**src/rtl/dbl_pkg.sv**
```systemverilog
package dbl_pkg;
   typedef enum logic [1:0] {
      ST_IDLE  = 2'd0,
      ST_LOOP  = 2'd1,
      ST_DRAIN = 2'd2
   } dbl_state_e;

   localparam logic [1:0] CODE_START = 2'b01;
   localparam logic [1:0] CODE_STOP  = 2'b10;
endpackage

```
**src/rtl/dbl_cmd_decode.sv**
```systemverilog
module dbl_cmd_decode #(
   parameter int CMD_W = 2
) (
   input  logic             fire,
   input  logic             is_cmd,
   input  logic [CMD_W-1:0] code,
   output logic             start_hit,
   output logic             stop_hit,
   output logic             data_hit
);
   import dbl_pkg::*;

   if (CMD_W < 2) begin : g_bad_cmd_w
      $error("dbl_cmd_decode: CMD_W must be at least 2");
   end

   logic [CMD_W-1:0] start_code;
   logic [CMD_W-1:0] stop_code;

   if (CMD_W == 2) begin : g_exact
      assign start_code = CODE_START;
      assign stop_code  = CODE_STOP;
   end else begin : g_wide
      assign start_code = {{(CMD_W-2){1'b0}}, CODE_START};
      assign stop_code  = {{(CMD_W-2){1'b0}}, CODE_STOP};
   end

   always_comb begin
      start_hit = fire && is_cmd && (code == start_code);
      stop_hit  = fire && is_cmd && (code == stop_code);
      data_hit  = fire && !is_cmd;
   end
endmodule

```
**src/rtl/dbl_addr_ptr.sv**
```systemverilog
module dbl_addr_ptr #(
   parameter int ADDR_W = 32,
   parameter int STRIDE = 4
) (
   input  logic              clk,
   input  logic              rst,
   input  logic              load_en,
   input  logic [ADDR_W-1:0] load_val,
   input  logic              step,
   output logic [ADDR_W-1:0] ptr,
   output logic [ADDR_W-1:0] ptr_next
);
   localparam logic [ADDR_W-1:0] STEP_V = ADDR_W'(STRIDE);

   if (STRIDE <= 0) begin : g_bad_stride
      $error("dbl_addr_ptr: STRIDE must be positive");
   end
   if (ADDR_W < 2 || ADDR_W > 64) begin : g_bad_addr_w
      $error("dbl_addr_ptr: ADDR_W out of range");
   end

   assign ptr_next = ptr + STEP_V;

   always_ff @(posedge clk) begin
      if (rst)          ptr <= '0;
      else if (step)    ptr <= ptr_next;
      else if (load_en) ptr <= load_val;
   end

   // a stored word advances the pointer by exactly one stride
   assert_ptr_step_R4: assert property (@(posedge clk) disable iff (rst)
      step |=> ptr == $past(ptr) + STEP_V);
   // with neither strobe the pointer holds
   assert_ptr_hold_R9: assert property (@(posedge clk) disable iff (rst)
      (!step && !load_en) |=> $stable(ptr));
endmodule

```
**src/rtl/dbl_wr_port.sv**
```systemverilog
module dbl_wr_port #(
   parameter int ADDR_W = 32,
   parameter int DATA_W = 32
) (
   input  logic              clk,
   input  logic              rst,
   input  logic              launch,
   input  logic [ADDR_W-1:0] launch_addr,
   input  logic [DATA_W-1:0] launch_data,
   input  logic              ack,
   output logic              req,
   output logic [ADDR_W-1:0] addr,
   output logic [DATA_W-1:0] data
);
   if (DATA_W < 2) begin : g_bad_data_w
      $error("dbl_wr_port: DATA_W too small");
   end

   always_ff @(posedge clk) begin
      if (rst) begin
         req  <= 1'b0;
         addr <= '0;
         data <= '0;
      end else if (launch) begin
         req  <= 1'b1;
         addr <= launch_addr;
         data <= launch_data;
      end else if (ack) begin
         req  <= 1'b0;
      end
   end

   // a pending write holds its bus until acknowledged
   assert_req_hold_R5: assert property (@(posedge clk) disable iff (rst)
      (req && !ack) |=> (req && $stable(addr) && $stable(data)));
   // never a second launch while one is outstanding
   assert_single_outstanding_R5: assert property (@(posedge clk) disable iff (rst)
      launch |-> !req);
   // request drops after the acknowledge
   assert_req_release_R5: assert property (@(posedge clk) disable iff (rst)
      (ack && !launch) |=> !req);
endmodule

```
**src/rtl/dbl_ctrl.sv**
```systemverilog
module dbl_ctrl (
   input  logic                clk,
   input  logic                rst,
   input  logic                start_hit,
   input  logic                stop_hit,
   input  logic                data_hit,
   output dbl_pkg::dbl_state_e state,
   output logic                store,
   output logic                err
);
   import dbl_pkg::*;

   dbl_state_e state_nx;

   always_comb begin
      state_nx = state;
      unique case (state)
         ST_IDLE:  if (start_hit) state_nx = ST_LOOP;
         ST_LOOP:  if (stop_hit)  state_nx = ST_DRAIN;
         ST_DRAIN: if (data_hit)  state_nx = ST_IDLE;
         default:                 state_nx = ST_IDLE;
      endcase
   end

   assign store = data_hit && (state == ST_LOOP);

   always_ff @(posedge clk) begin
      if (rst) begin
         state <= ST_IDLE;
         err   <= 1'b0;
      end else begin
         state <= state_nx;
         if (data_hit && state == ST_IDLE) err <= 1'b1;
      end
   end

   // the closing word ends the drain
   assert_drain_exit_R6: assert property (@(posedge clk) disable iff (rst)
      (data_hit && state == ST_DRAIN) |=> state == ST_IDLE);
   // the error flag never clears outside reset
   assert_err_sticky_R8: assert property (@(posedge clk) disable iff (rst)
      err |=> err);
   // the loop is only entered from idle
   assert_loop_entry_R3: assert property (@(posedge clk) disable iff (rst)
      (state == ST_DRAIN) |=> state != ST_LOOP);
endmodule

```
**src/rtl/dbg_bulk_loader.sv**
```systemverilog
module dbg_bulk_loader #(
   parameter int ADDR_W = 32,
   parameter int DATA_W = 32,
   parameter int STRIDE = 4,
   parameter int CMD_W  = 2
) (
   input  logic              clk,
   input  logic              rst,
   input  logic              in_valid,
   output logic              in_ready,
   input  logic              in_is_cmd,
   input  logic [DATA_W-1:0] in_word,
   input  logic              ptr_wr_en,
   input  logic [ADDR_W-1:0] ptr_wr_val,
   output logic [ADDR_W-1:0] ptr_rd,
   output logic              mem_req,
   output logic [ADDR_W-1:0] mem_addr,
   output logic [DATA_W-1:0] mem_wdata,
   input  logic              mem_ack,
   output logic              loading,
   output logic              err_sticky
);
   import dbl_pkg::*;

   if (CMD_W > DATA_W) begin : g_bad_widths
      $error("dbg_bulk_loader: CMD_W exceeds DATA_W");
   end

   logic              fire;
   logic              start_hit;
   logic              stop_hit;
   logic              data_hit;
   logic              store;
   logic              ptr_load;
   logic [ADDR_W-1:0] ptr_next;
   dbl_state_e        state;

   assign in_ready = !mem_req;
   assign fire     = in_valid && in_ready;
   assign loading  = (state != ST_IDLE);
   assign ptr_load = ptr_wr_en && (state == ST_IDLE);

   dbl_cmd_decode #(.CMD_W(CMD_W)) u_dec (
      .fire      (fire),
      .is_cmd    (in_is_cmd),
      .code      (in_word[CMD_W-1:0]),
      .start_hit (start_hit),
      .stop_hit  (stop_hit),
      .data_hit  (data_hit)
   );

   dbl_ctrl u_ctrl (
      .clk       (clk),
      .rst       (rst),
      .start_hit (start_hit),
      .stop_hit  (stop_hit),
      .data_hit  (data_hit),
      .state     (state),
      .store     (store),
      .err       (err_sticky)
   );

   dbl_addr_ptr #(.ADDR_W(ADDR_W), .STRIDE(STRIDE)) u_ptr (
      .clk      (clk),
      .rst      (rst),
      .load_en  (ptr_load),
      .load_val (ptr_wr_val),
      .step     (store),
      .ptr      (ptr_rd),
      .ptr_next (ptr_next)
   );

   dbl_wr_port #(.ADDR_W(ADDR_W), .DATA_W(DATA_W)) u_wr (
      .clk         (clk),
      .rst         (rst),
      .launch      (store),
      .launch_addr (ptr_next),
      .launch_data (in_word),
      .ack         (mem_ack),
      .req         (mem_req),
      .addr        (mem_addr),
      .data        (mem_wdata)
   );

   // idle data raises the error flag
   assert_idle_data_err_R8: assert property (@(posedge clk) disable iff (rst)
      (fire && !in_is_cmd && !loading) |=> err_sticky);
   // the discarded closing word makes no write
   assert_drain_no_write_R6: assert property (@(posedge clk) disable iff (rst)
      (fire && !in_is_cmd && state == ST_DRAIN) |=> (!mem_req && $stable(ptr_rd)));
   // preload outside idle leaves the pointer alone
   assert_no_load_busy_R9: assert property (@(posedge clk) disable iff (rst)
      (ptr_wr_en && loading && !fire) |=> $stable(ptr_rd));
   // a stored word's address is the stepped pointer
   assert_addr_matches_ptr_R4: assert property (@(posedge clk) disable iff (rst)
      (fire && !in_is_cmd && state == ST_LOOP) |=> (mem_req && mem_addr == ptr_rd));
endmodule

```
**config.mk**
```make
export PLATFORM = sky130hd
export DESIGN_NAME = dbg_bulk_loader
export DESIGN_NICKNAME = d
export VERILOG_FILES = /design/src/rtl/dbl_pkg.sv /design/src/rtl/dbl_cmd_decode.sv /design/src/rtl/dbl_addr_ptr.sv /design/src/rtl/dbl_wr_port.sv /design/src/rtl/dbl_ctrl.sv /design/src/rtl/dbg_bulk_loader.sv
export SDC_FILE = /design/constraint.sdc
export NUM_CORES = 1
export LEC_CHECK = 0
export ABC_CLOCK_PERIOD_IN_PS = 3100
export BUFFER_PORTS_ARGS = -buffer_cell sky130_fd_sc_hd__clkbuf_2
export CAP_MARGIN = 5
export CORE_ASPECT_RATIO = 0.75
export CORE_MARGIN = 3
export CORE_UTILIZATION = 50
export DETAILED_ROUTE_END_ITERATION = 10
export PLACE_DENSITY = 0.93
export SYNTH_ARGS = -nofsm -noshare
export SYNTH_HDL_FRONTEND = slang
export SYNTH_SLANG_ARGS = --single-unit
export TNS_END_PERCENT = 30
```
**constraint.sdc**
```tcl
create_clock -name clk -period 3.1 [get_ports clk]
set_input_delay 0.62 -clock clk [delete_from_list [all_inputs] [get_ports clk]]
set_output_delay 0.62 -clock clk [all_outputs]
set_load 0.005 [all_outputs]
```
==> metrics, run 1 <==
status finished, final reports clean; fin util 65.6%; CTS Sinks 100; crit path capture u_ptr.ptr[19]; Yosys reg bits 100; GPL Wtd Cong 0.884; cell with the most instances after synthesis nand2_1; CP Max Fanout 7; Antenna diodes 0; layout cell share with drive strength beyond 1 30.2%; Post-CTS Setup Bufs 0; 1st-iter DRT viols 400; core footprint 8560 sq um; sequential area share after synthesis 45.0%; Synth area leaders dfxtp_1 45%, nand2_1 8.8%, a21oi_1 7.0%, nor2_1 4.4%, a211oi_1 3.9%; Area after DPL 5350 sq um; Pleak 2.30 nW; Place WS 0.384 ns; most common library cells after synthesis 104 x nand2_1, 100 x dfxtp_1, 62 x a21oi_1, 52 x nor2_1, 27 x clkbuf_1; VDD IR max 0.319 mV; Worst Max-Slew Pin Slew 1.03 ns; pin count of the biggest net entering global routing 102; synthesized instance count 552; crit path kind reg2reg; final net count 768; # rows 29; CTS Root Cell clkbuf_16; final max-slew violation count 0; Fin Setup TNS 0 ns; DIE AREA 10100 sq um; H-tree Lvls 3; reg-to-reg endpoint u_ptr.ptr[19]; area of the mapped netlist 4450 sq um; DIE WIDTH 115 um; PwrDens 480 nW/um^2; initial core utilization 52.0%; syn_nets 623; Sequential cell area 2000 sq um; Setup WS post-layout 0.732 ns; first-pass GRT wire length 20800 um; Layout fillers 708; Post-synth top flop dfxtp_1; CP startpoint kind flop; Worst EP required 3.29 ns; drt wl/cell 16.9 um; reg2reg path depth 5; proportion of netlist area held by the largest area contributor 45.0%; Via density 5.85; multi-input logic area 2240 sq um; CTS Hold Buffers Added 0; Post-CTS Resized 0; RSZ-0062 raised after global routing false; start point of the critical path u_wr.req; final setup violation count 0; IO Count 170; CTS Buffer Depth 2; fmax 422 MHz; TritonCTS clock tree built; WL final 13700 um; cts bufs inserted 9; min Tclk post-route 2.37 ns; Post-synth ARST share 0%; hpwl dp 9880 um; met1 wire length 5830 um; crit path DAT 2.56 ns; EDFF count, synth 0; Via Count 4735; Port Buf Inserts 169; Syn Area/Cell 8.06 sq um; Worst Skew 0.00672 ns; GRT overflow 0; met3 wire len 1250 um; r2r setup slk 0.73 ns; Hold Fails Final Rpt 0; synthesis warning total 0; DRC viols 0; antenna violations before repair 0; FF-to-FF Start u_wr.req; Max-Cap Viols 0; DIE HEIGHT 87.7 um; final worst path period share 76.4%; gr usage total 25.8%; met2 routed WL 6290 um; relative slew slack 31.0%; Worst Setup End Kind flop; worst-skew pair later-pin latency 0.35 ns; Final ANT Viol Nets 0; vias in the first global route 4217; Yosys cell types 56; Yosys top cell by area dfxtp_1; highest routed metal layer met4; drt pass-1 iters 5; Post-Layout Inst Area 5620 sq um; Area growth syn-to-layout 26.2%; clock input transition at the sequential cells of the worst setup and hold paths 0.07 ns; worst hold path class reg2reg
-- logic make-up after synthesis --
logic type / after synthesis / share of synthesized area (%)
DFF: 100 / 45.0
buffers and inverters: 51 / 4.89
xor gates and xnor gates: 20 / 3.93
muxes: 2 / 0.478
adders and majority gates: 1 / 0.281
and+or+nand+nor: 239 / 25.5
AOI/OAI and AO/OA: 139 / 20.0
-- metrics by stage --
| step | power [mW] | cells | hold slack [ns] |
|---|---|---|---|
| finish | 2.70 | 810 | 0.458 |
| global route | 2.79 | 810 | 0.481 |
| CTS | 2.71 | 810 | 0.460 |
| detailed placement | 1.68 | 794 | 0.450 |
| global placement | 1.67 | 794 | 0.441 |
| floorplan | 1.55 | 552 | 0.445 |
-- layout make-up --
cell class                      count  share of cell area, %
Inverter                            7                  0.468
Tap cell                          108                   2.40
Clock buffer                       11                   4.14
Multi-Input combinational cell    401                   39.9
Sequential cell                   100                   35.6
Clock inverter                      5                  0.668
Timing Repair Buffer              178                   16.7
-- critical path: stages, from the launching register on --
cell and delay, ns:
dfxtp_1 0.36, or3b_1 0.49, o21ai_0 0.78, o21ai_0 0.22, a222oi_1 0.28, nor2_1 0.08
-- worst min-delay path by stage --
stage                             start       endpoint  slack (ns)  depth (start not counted)
final                     u_wr.data[26]  u_wr.data[26]        0.46                          2
after global routing      u_wr.data[27]  u_wr.data[27]        0.48                          2
after CTS                 u_wr.addr[24]  u_wr.addr[24]        0.46                          2
after detailed placement  u_wr.addr[24]  u_wr.addr[24]        0.45                          2
after global placement    u_wr.data[20]  u_wr.data[20]        0.44                          2
after floorplan            u_ptr.ptr[0]   u_ptr.ptr[0]        0.45                          2
-- power breakdown --
group          total, mW  switching (mW)  internal, mW
clock               1.04           0.492         0.548
sequential          1.39          0.0601          1.33
combinational      0.269           0.147         0.122
-- flip-flops by register name (all words and copies together) (netlist names) --
signal and count:
u_ctrl.err 1, u_ctrl.state 2, u_ptr.ptr 32, u_wr.addr 32
u_wr.data 32, u_wr.req 1
-- layer usage --
metal | vias up | global-route usage [%]
met2 | 225 | 40.0
met5 | - | 0
met1 | 2241 | 35.0
met4 | 0 | 8.32
met3 | 29 | 7.18
li1 | 2240 | -
-- cells in the final DEF (no fill, tap or decap), types with 6 or more instances in the layout --
master	count
inv_1	7
nor2_1	52
clkbuf_16	9
buf_4	8
nand3_1	13
o21ai_0	14
xor2_1	12
xnor2_1	8
a21oi_1	62
a311oi_1	6
a211oi_1	23
clkbuf_2	168
nand4_1	10
dfxtp_1	100
nor3_1	16
nand2_1	103
and3_1	9
Note: power is estimated with default switching activity, not from simulation.
==> inputs of run 2 (changes only) <==
ABC_CLOCK_PERIOD_IN_PS = 2400   (was 3100)
CORE_UTILIZATION = 49   (was 50)
PLACE_DENSITY = 0.92   (was 0.93)
clock period = 2.4 ns   (was 3.1 ns; I/O delays follow)
==> run 2 against run 1 <==
Against the previous run: final cell count increased by 0.86%; die area increased by 1.9%; clock skew decreased by 0.0010 ns; global-route usage increased by 0.77 points; cell area increased by 1.8%; hold slack got worse by 0.11 ns; highest routed layer unchanged; largest cell class unchanged; via count increased by 1.2%; combinational power increased by 39%; sequential cell count unchanged; critical path type unchanged; register-to-register slack got worse by 0.55 ns.
==> metrics, run 2 (synthesized netlist as in run 1, its figures left out) <==
status finished, final reports clean; hpwl dp 10300 um; Reg power frac 49.5%; initial core utilization 51.6%; dpl cells 801; CTS Hold Buffers Added 0; final setup violation count 0; DRC viols 0; final total power 3.61 mW; Via Count 4790; GPL Wtd Cong 0.945; Setup WS post-layout 0.187 ns; drt pass-1 iters 6; fin util 66.2%; most frequent cells in the layout 168 x clkbuf_2, 103 x nand2_1, 100 x dfxtp_1; Place WS 0.255 ns; hold path start in_word[12]; r2r setup slk 0.19 ns; Final ANT Viol Nets 0; Area after DPL 5430 sq um; Max-Cap Viols 0; IO Count 170; Pleak 2.36 nW; Port Buf Inserts 169; Worst Setup End Kind flop; fmax 452 MHz; Fin Setup TNS 0 ns; reg-to-reg endpoint u_ptr.ptr[28]; VDD IR max 0.554 mV; relative slew slack 62.9%; TritonCTS clock tree built; clock input transition at the sequential cells of the worst setup and hold paths 0.07 ns; # rows 29; Post-Layout Inst Area 5720 sq um; CP Max Fanout 6; CTS Root Cell clkbuf_16; DIE HEIGHT 88.5 um; biggest regs u_ptr.ptr (32), u_wr.addr (32), u_wr.data (32); Hold Fails Final Rpt 0; final net count 775; Via density 5.86; crit path capture u_ptr.ptr[28]; Area growth syn-to-layout 28.5%; hold slack 0.345 ns; CP startpoint kind flop; first-pass GRT wire length 21500 um; Final Non-Filler Cells 817; reg2reg path depth 6; Worst Skew 0.00567 ns; DIE WIDTH 116 um; Sw Ratio 25.3%; Worst EP required 2.65 ns; CTS Buffer Depth 2; 1st-iter DRT viols 378; worst hold path class in2reg; most common cell after layout, fill and taps aside clkbuf_2; pin count of the biggest net entering global routing 58; vias in the first global route 4403; gr usage total 26.5%; worst-skew pair later-pin latency 0.35 ns; PwrDens 631 nW/um^2; WL final 14000 um; net switching power figure 0.914 mW; layout cell share with drive strength beyond 1 31.0%; Antenna diodes 0; DIE AREA 10300 sq um; final worst path period share 92.2%; combinational share of power 10.4%; Clk pwr share 40.1%; FF-to-FF Start u_ptr.ptr[2]; cts bufs inserted 9; min Tclk post-route 2.21 ns; crit path DAT 2.46 ns; crit path kind reg2reg; final max-slew violation count 0; Post-CTS Resized 0; CTS Sinks 100; H-tree Lvls 3; Post-CTS Setup Bufs 0; Worst Max-Slew Pin Slew 0.552 ns; RSZ-0062 raised after global routing false; start point of the critical path u_ptr.ptr[2]; antenna violations before repair 0; GRT overflow 0; core footprint 8640 sq um; drt wl/cell 17.2 um; Int Power 2.69 mW
run 2: how the worst min path moves through the flow:
stage | endpoint | cells after the start
4_1_cts | u_wr.data[12] | 3
5_1_grt | u_wr.data[15] | 3
2_1_floorplan | u_ptr.ptr[0] | 2
6_report | u_wr.data[12] | 3
3_3_place_gp | u_wr.data[5] | 2
3_5_place_dp | u_wr.data[31] | 2
run 2: final cells by class:
class	instances	area [sq um]
clock buffer	10	229
sequential	100	2000
inverter	7	26.3
fill	718	2920
clock inverter	6	63.8
tap	108	135
multi-input combinational	401	2240
timing repair buffer	185	1020
run 2: critical path, cell delays in order, from the launching register on:
cell      delay, ns
dfxtp_1        0.45
ha_1           0.29
nand3_1        0.23
nor4_2         0.48
a211oi_1       0.15
a41o_1         0.25
a311oi_1       0.26
run 2: power by group through the flow:
stage / Clock (mW) / Sequential [mW] / Combinational [mW]
after floorplan: 0 / 1.80 / 0.197
after detailed placement: 0 / 1.82 / 0.369
after CTS: 1.45 / 1.78 / 0.371
after global routing: 1.54 / 1.79 / 0.411
after global placement: 0 / 1.82 / 0.357
final: 1.45 / 1.79 / 0.375
run 2: metal layers:
metal	track usage, %	vias to the layer above	wire length [um]
li1	-	2267	-
met1	34.9	2229	5880
met2	41.0	259	6450
met3	9.77	35	1350
met4	8.11	0	348
met5	0	-	0
==> inputs of run 3 (changes only) <==
CORE_MARGIN = 5   (was 3)
GPL_ROUTABILITY_DRIVEN = 0   (was default)
==> run 3 against run 2 <==
Against the previous run: sequential power hardly changed; core utilization is 2.1 points lower; sequential share of layout area shrank 0.21 points; largest power group unchanged.
==> metrics, run 3 (synthesized netlist as in run 1, its figures left out) <==
# rows 30; Worst EP required 2.66 ns; dpl cells 806; DIE WIDTH 120 um; vias in the first global route 4509; first-pass GRT wire length 22600 um; Via density 5.79; CTS Sinks 100; Via Count 4761; FF-to-FF Start u_ptr.ptr[2]; clock input transition at the sequential cells of the worst setup and hold paths 0.07 ns; Worst Max-Slew Pin Slew 0.570 ns; status finished, final reports clean; CP Max Fanout 13; worst hold path class in2reg; Slowest-stage cell, CP dfxtp_1; r2r setup slk 0.27 ns; crit path DAT 2.39 ns; CP startpoint kind flop; antenna violations before repair 0; core footprint 8970 sq um; Port Buf Inserts 169; worst-skew pair later-pin latency 0.34 ns; layout cell share with drive strength beyond 1 31.1%; Worst path max stage delay 0.46 ns; IO Count 170; PwrDens 668 nW/um^2; Post-CTS Resized 0; final max-slew violation count 0; Final Non-Filler Cells 822; start point of the critical path u_ptr.ptr[2]; hpwl dp 10300 um; CTS Hold Buffers Added 0; Fin Setup TNS 0 ns; WL final 14300 um; pin count of the biggest net entering global routing 54; Worst Setup End Kind flop; min Tclk post-route 2.13 ns; CTS Buffer Depth 2; Area growth syn-to-layout 29.2%; H-tree Lvls 3; reg-to-reg endpoint u_ptr.ptr[22]; Hold Fails Final Rpt 0; drt pass-1 iters 5; cts bufs inserted 9; Max-Cap Viols 0; DIE AREA 11100 sq um; Worst Skew 0.00590 ns; initial core utilization 49.6%; most frequent cells in the layout 168 x clkbuf_2, 103 x nand2_1, 100 x dfxtp_1; final net count 776; CTS Root Cell clkbuf_16; fmax 470 MHz; most common cell after layout, fill and taps aside clkbuf_2; 1st-iter DRT viols 489; gr usage total 25.2%; DRC viols 0; Antenna diodes 0; final worst path period share 88.6%; Pleak 2.39 nW; Final ANT Viol Nets 0; crit path kind reg2reg; VDD IR max 0.449 mV; relative slew slack 61.6%; biggest regs u_ptr.ptr (32), u_wr.addr (32), u_wr.data (32); final setup violation count 0; crit path capture u_ptr.ptr[22]; TritonCTS clock tree built; reg2reg path depth 7; GRT overflow 0; Post-CTS Setup Bufs 0; DIE HEIGHT 92.5 um; drt wl/cell 17.4 um; RSZ-0062 raised after global routing false; Layout fillers 747; crit path cell chain ha_1 -> nand3_1 -> nor3_2 -> buf_4 -> nand4_1 -> or3_1 -> a31oi_1
## run 3: changes by cell type in the layout (fill, tap and decap cells not counted)
| cell | change |
|---|---|
| buf_12 | -3 |
| clkinv_2 | -1 |
| inv_6 | -1 |
| clkbuf_8 | +2 |
| clkinvlp_4 | -2 |
| buf_4 | +4 |
| bufinv_16 | +2 |
## run 3: per-stage QoR
step                      util, %  power [mW]  cell area [sq um]  setup WS, ns  hold WS (ns)
after detailed placement     60.2        2.19               5400         0.333         0.447
after global routing         64.1        3.97               5750         0.102         0.352
final                        64.1        3.84               5750         0.273         0.350
after CTS                    64.1        3.85               5750         0.300         0.348
after global placement       60.2        2.17               5400         0.371         0.441
after floorplan                 -        2.00               4450         0.418         0.445
## run 3: final cells by class
class	count	area, sq um	share of cell area, %
inverters	7	26.3	0.457
clock inverters	4	95.1	1.65
clock buffers	12	256	4.46
multi-input cells	401	2240	39.0
flip-flops and latches	100	2000	34.8
well taps	112	140	2.44
repair buffers	186	988	17.2
## run 3: per-layer routing
layer  GRT usage (%)  vias to the layer above  wire length, um
met3            7.08                       24             1320
met2            39.2                      249             6550
li1                -                     2260                -
met4            8.39                        0              255
met5               0                        -                0
met1            33.7                     2228             6170
## run 3: how the worst min path moves through the flow
stage | start | endpoint | slack (ns) | cells past startpoint
after CTS | in_word[8] | u_wr.data[8] | 0.35 | 3
after global placement | u_wr.data[29] | u_wr.data[29] | 0.44 | 2
after global routing | in_word[18] | u_wr.data[18] | 0.35 | 3
final | in_word[8] | u_wr.data[8] | 0.35 | 3
after detailed placement | u_wr.data[7] | u_wr.data[7] | 0.45 | 2
after floorplan | u_ptr.ptr[0] | u_ptr.ptr[0] | 0.45 | 2
## run 3: power by group
group / total, mW / switching [mW] / internal, mW
registers: 1.78 / 0.0710 / 1.71
clock network: 1.68 / 0.610 / 1.07
logic: 0.375 / 0.206 / 0.169
## run 3: critical path: cells and delay by family, from the launching register on
family          cells  cell delay, ns
compound gates      1            0.18
simple gates        4            0.91
fa+ha+maj           1            0.27
buf+inv             1            0.23
flops               1            0.46
